===== config.mk =====
export PLATFORM = sky130hd
export DESIGN_NAME = brd_read_port
export DESIGN_NICKNAME = d
export VERILOG_FILES = /design/src/rtl/brd_pkg.sv /design/src/rtl/brd_bank.sv /design/src/rtl/brd_ctrl.sv /design/src/rtl/brd_outpipe.sv /design/src/rtl/brd_read_port.sv
export SDC_FILE = /design/constraint.sdc
export NUM_CORES = 2
export LEC_CHECK = 0
export BUFFER_PORTS_ARGS = -buffer_cell sky130_fd_sc_hd__buf_2
export CELL_PAD_IN_SITES_DETAIL_PLACEMENT = 0
export CELL_PAD_IN_SITES_GLOBAL_PLACEMENT = 2
export CORE_ASPECT_RATIO = 1.75
export CORE_MARGIN = 8
export CORE_UTILIZATION = 50
export CTS_BUF_LIST = sky130_fd_sc_hd__clkbuf_8
export CTS_CLUSTER_DIAMETER = 80
export DETAILED_ROUTE_END_ITERATION = 10
export GPL_TIMING_DRIVEN = 0
export HOLD_SLACK_MARGIN = 0.06
export PLACE_DENSITY = 0.82
export SETUP_SLACK_MARGIN = 0.02
export SYNTH_ARGS = -nofsm -noshare
export SYNTH_HDL_FRONTEND = slang
export SYNTH_MEMORY_MAX_BITS = 65536
export SYNTH_SLANG_ARGS = --single-unit

===== constraint.sdc =====
create_clock -name clk -period 6.2 [get_ports clk]
set_input_delay 1.24 -clock clk [delete_from_list [all_inputs] [get_ports clk]]
set_output_delay 1.24 -clock clk [all_outputs]
set_load 0.01 [all_outputs]

===== src/rtl/brd_pkg.sv =====
package brd_pkg;
  localparam int BEATS = 4;
  localparam int BW    = $clog2(BEATS);
  typedef logic [BW-1:0] beat_t;
endpackage


===== src/rtl/brd_bank.sv =====
module brd_bank #(
  parameter int AW = 6,
  parameter int DW = 18
) (
  input  logic          clk,
  input  logic          we,
  input  logic [AW-1:0] waddr,
  input  logic [DW-1:0] wdata,
  input  logic          re,
  input  logic [AW-1:0] raddr,
  output logic [DW-1:0] rdata
);
  localparam int DEPTH = 1 << AW;
  logic [DW-1:0] mem [DEPTH];

  always_ff @(posedge clk) begin
    if (we) mem[waddr] <= wdata;
    if (re) rdata <= mem[raddr];
  end
endmodule


===== src/rtl/brd_ctrl.sv =====
module brd_ctrl
  import brd_pkg::*;
#(
  parameter int AW = 6
) (
  input  logic          clk,
  input  logic          rst,
  input  logic          rd_sel,
  input  logic [AW-1:0] rd_addr,
  output logic          phase,
  output logic          iss_v,
  output beat_t         iss_beat,
  output logic [AW-1:0] iss_row
);
  logic last_acc;
  logic accept;

  assign accept = !phase && rd_sel && !last_acc;

  always_ff @(posedge clk) begin
    if (rst) begin
      phase    <= 1'b0;
      last_acc <= 1'b0;
      iss_v    <= 1'b0;
      iss_beat <= '0;
      iss_row  <= '0;
    end else begin
      phase <= ~phase;
      if (!phase) last_acc <= accept;
      if (accept) begin
        iss_row  <= rd_addr;
        iss_v    <= 1'b1;
        iss_beat <= '0;
      end else if (iss_v) begin
        iss_beat <= iss_beat + beat_t'(1);
        if (iss_beat == beat_t'(BEATS-1)) iss_v <= 1'b0;
      end
    end
  end
endmodule


===== src/rtl/brd_outpipe.sv =====
module brd_outpipe
  import brd_pkg::*;
#(
  parameter int DW = 18
) (
  input  logic                   clk,
  input  logic                   rst,
  input  logic                   lat_mode,
  input  logic                   phase,
  input  logic                   iss_v,
  input  beat_t                  iss_beat,
  input  logic [BEATS-1:0][DW-1:0] bank_q,
  output logic [DW-1:0]          q_data,
  output logic                   q_valid,
  output logic                   rd_oe
);
  logic          s1_v, s2_v, s3_v;
  beat_t         s1_beat;
  logic [DW-1:0] s2_d, s3_d;
  logic          nxt_v;

  assign nxt_v = lat_mode ? s2_v : s1_v;

  always_ff @(posedge clk) begin
    if (rst) begin
      s1_v    <= 1'b0;
      s1_beat <= '0;
      s2_v    <= 1'b0;
      s2_d    <= '0;
      s3_v    <= 1'b0;
      s3_d    <= '0;
      rd_oe   <= 1'b0;
    end else begin
      s1_v    <= iss_v;
      s1_beat <= iss_beat;
      s2_v    <= s1_v;
      s2_d    <= s1_v ? bank_q[s1_beat] : '0;
      s3_v    <= s2_v;
      s3_d    <= s2_d;
      if (nxt_v)       rd_oe <= 1'b1;
      else if (!phase) rd_oe <= 1'b0;
    end
  end

  assign q_valid = lat_mode ? s3_v : s2_v;
  assign q_data  = lat_mode ? s3_d : s2_d;
endmodule


===== src/rtl/brd_read_port.sv =====
module brd_read_port
  import brd_pkg::*;
#(
  parameter int AW = 6,
  parameter int DW = 18
) (
  input  logic          clk,
  input  logic          rst,
  input  logic          lat_mode,
  input  logic          rd_sel,
  input  logic [AW-1:0] rd_addr,
  input  logic          ld_en,
  input  logic [AW+1:0] ld_addr,
  input  logic [DW-1:0] ld_data,
  output logic [DW-1:0] q_data,
  output logic          q_valid,
  output logic          rd_oe
);
  logic                    phase;
  logic                    iss_v;
  beat_t                   iss_beat;
  logic [AW-1:0]           iss_row;
  logic [BEATS-1:0][DW-1:0] bank_q;

  brd_ctrl #(.AW(AW)) u_ctrl (
    .clk(clk), .rst(rst), .rd_sel(rd_sel), .rd_addr(rd_addr),
    .phase(phase), .iss_v(iss_v), .iss_beat(iss_beat), .iss_row(iss_row)
  );

  for (genvar b = 0; b < BEATS; b++) begin : g_bank
    brd_bank #(.AW(AW), .DW(DW)) u_bank (
      .clk   (clk),
      .we    (ld_en && ld_addr[BW-1:0] == beat_t'(b)),
      .waddr (ld_addr[AW+BW-1:BW]),
      .wdata (ld_data),
      .re    (iss_v && iss_beat == beat_t'(b)),
      .raddr (iss_row),
      .rdata (bank_q[b])
    );
  end

  brd_outpipe #(.DW(DW)) u_out (
    .clk(clk), .rst(rst), .lat_mode(lat_mode), .phase(phase),
    .iss_v(iss_v), .iss_beat(iss_beat), .bank_q(bank_q),
    .q_data(q_data), .q_valid(q_valid), .rd_oe(rd_oe)
  );
endmodule


==> out/metrics.csv <==
metric,value,unit
Final period util,0.835,
Fin. Hold Viols,0,
WP data required,7140,ps
Synth cell types,38,
post-synthesis sequential area ratio,0.790,
synthesized area,179000,um2
Core Rows,291,
area fraction of the dominant cell type after synthesis,0.784,
IO Pins,57,
Final Core Density,0.569,
GPL Wtd Cong,0.962,
clock latency on the worst-skew pair,1170,ps
async set or reset register ratio after synthesis,0,
wire length per cell,43.7,um
postcts setup bufs,0,
# setup viols final,0,
worst hold slack,371,ps
ys flop type,edfxtp_1,
share of layout cells above drive strength 1,0.309,
outcome,"complete, but fails checks",
Post-Syn Instances,7777,
CTS buffer count,633,
DR iter-0 viols,14700,
Rel. slew slack,-0.160,
fin crit period,5170,ps
die height,808,um
cts hold-fix bufs,0,
core footprint,358000,um2
Detail Route Antenna Nets,0,
Non-Filler Instances,13900,
gr busiest metal,met2,
Worst VDD drop,0.194,mV
Leak Pwr,61.8,nW
synth warn,0,
clk slew on worst S/H paths,70,ps
RSZ-0062 raised after global routing,false,
hpwl dp,410,mm
die width,469,um
Worst Hold Class,input pin to flip-flop,
placed inst area,192000,um2
routed wire length,609,mm
max cap viols,14,
CP arrival,6120,ps
first-pass GRT wire length,801,mm
CTS root buffer,clkbuf_8,
Total GRT Usage,0.316,
global route overflow,0,
PostCTS Resize Cnt,0,
htree depth,6,
Initial Util,0.501,
"EDFF count, synth",4680,
Vias per Instance,6.78,
met3 Usage GRT,0.0914,
vias in the first global route,93700,
PwrDens,304,nW/um2
syn nets,7818,
via count,94500,
met2 track demand over resource,0.498,
#FFs+latches synth,4733,
initial antenna violation count,54,
TritonRoute pass-1 iters,8,
DRC Markers,0,
Max Transition Viols Final,114,
Layout fillers,25500,
TritonCTS clock tree,yes,
Placed Instances,12800,
Slew @ Worst Pin,1730,ps
fmax,193,MHz
violated checks,"max-capacitance violations, max-slew violations",
largest net degree at the start of global routing,185,
final instance area,204000,um2
Layout Skew,147,ps
critical path type,flip-flop to flip-flop,
Clock Sinks,4733,
Area Growth Syn to Fin,13.6,%
die area,379000,um2
Buffers on Ports,49,
crit start category,flip-flop,
Setup TNS Final,0,ps
critical path capture point type,flip-flop,
ranking of synthesized cells by area,"edfxtp_1, mux4_2, a22oi_1, nor2_1, dfxtp_1",
crit path max fanout,10,
leading area contributor after synthesis,edfxtp_1,
met1 usage,0.342,
Final nets,8765,
clock buffer depth,4,
Synth Area per Inst,23.0,um2
## Yosys cell counts, types with 2 or more instances
master	instances
buf_4	41
mux4_2	1170
nor3_1	4
mux2_2	19
o211a_1	72
and3_1	2
clkbuf_1	183
nor2_1	343
nand3b_1	23
a22oi_1	288
and3b_1	4
o221ai_1	72
nand2_1	69
mux2i_1	85
buf_6	14
nor3b_1	7
edfxtp_1	4680
nand2b_1	6
o22ai_1	139
ha_1	4
a21oi_1	3
a221oi_1	5
a211oi_1	67
or3b_2	4
or3_1	2
buf_2	179
and2_1	7
dfxtp_1	53
nand3_1	129
nor2b_1	43
inv_1	4
buf_1	50
## flip-flops by register name, summed over array words and instances (netlist names), 2 cells and up
name	flops
u_out.s1_beat	2
u_ctrl.iss_beat	2
u_ctrl.iss_row	6
g_bank.u_bank.rdata	72
u_out.s2_d	18
u_out.s3_d	18
g_bank.u_bank.mem	4608
## critical path, cell delays in order (launching register included)
cell	delay, ps
dfxtp_1	310
buf_2	170
buf_2	820
buf_2	940
buf_2	650
mux2i_1	270
a211oi_1	1420
o211a_1	350
## per-stage QoR
step	power, mW	setup WS, ps
6_report	61.9	1030
5_1_grt	63.1	1330
4_1_cts	61.8	1500
3_5_place_dp	40.0	1150
3_3_place_gp	39.9	-350
2_1_floorplan	37.8	2790
## final cells by class
cell class                 instances  area [um2]  area share
multi-input combinational       2573       36700       0.180
antenna                           49         123    0.000602
buffer                           467        2260      0.0111
tap                             4688        5870      0.0288
clock buffer                     647        8900      0.0437
timing repair buffer             312        5490      0.0269
sequential                      4733      142000       0.695
clock inverter                   469        2640      0.0130
inverter                           4        15.0   0.0000737
## where the power goes
group | leakage, nW | internal (mW) | switching [mW]
combinational | 12.8 | 1.26 | 2.85
sequential | 42.5 | 35.3 | 0.0579
clock | 6.46 | 10.7 | 11.8
total | 61.8 | 47.2 | 14.7
## final timing paths
| path | start | endpoint | slack (ps) | cells after the start |
|---|---|---|---|---|
| setup reg to reg | u_ctrl.iss_row[2] | g_bank[2].u_bank.rdata[12] | 1030 | 7 |
| hold / removal | rst | u_out.s3_d[17] | 370 | 2 |
| setup / recovery | u_ctrl.iss_row[2] | g_bank[2].u_bank.rdata[12] | 1030 | 7 |
| hold reg to reg | u_out.s2_d[15] | u_out.s3_d[15] | 450 | 1 |
## layout by cell type, fill, tap and decap left out, drive strengths merged, types with 2 or more instances in the layout
master | netlist | layout
clkinv | 0 | 239
nor3b | 7 | 7
nand3 | 129 | 129
o221ai | 72 | 72
inv | 4 | 181
o211a | 72 | 72
dfxtp | 53 | 53
o22ai | 139 | 139
or2 | 2 | 2
mux4 | 1170 | 1170
mux2i | 85 | 85
nand2 | 69 | 69
a22oi | 288 | 288
nand2b | 6 | 6
or3 | 2 | 2
bufinv | 0 | 23
nor2 | 344 | 344
or3b | 5 | 5
nor2b | 43 | 43
clkinvlp | 0 | 30
buf | 284 | 594
ha | 4 | 4
nor3 | 4 | 4
a221oi | 5 | 5
a21oi | 3 | 3
and2 | 7 | 7
nand3b | 24 | 24
and3b | 4 | 4
and3 | 2 | 2
edfxtp | 4680 | 4680
a211oi | 67 | 67
diode | 0 | 49
clkbuf | 183 | 832
mux2 | 19 | 19
## per-layer routing
| metal | part of all wire | vias to the layer above |
|---|---|---|
| met1 | 0.29 | 49600 |
| met2 | 0.47 | 7582 |
| met5 | 0.00011 | - |
| met4 | 0.12 | 10 |
| met3 | 0.12 | 2019 |
| li1 | - | 35300 |
## kinds of logic (layout without fill, tap and decap cells)
logic type / after synthesis / after routing / synth area share
flops: 4733 / 4733 / 0.790
mux: 1274 / 1274 / 0.153
simple gates: 648 / 648 / 0.0163
compound gates: 646 / 646 / 0.0276
buf+inv: 471 / 1899 / 0.0126
fa+ha+maj: 4 / 4 / 0.000279
xor+xnor: 1 / 1 / 0.0000489
other cells: 0 / 49 / 0
No activity file was read; power rests on OpenSTA's default activity.
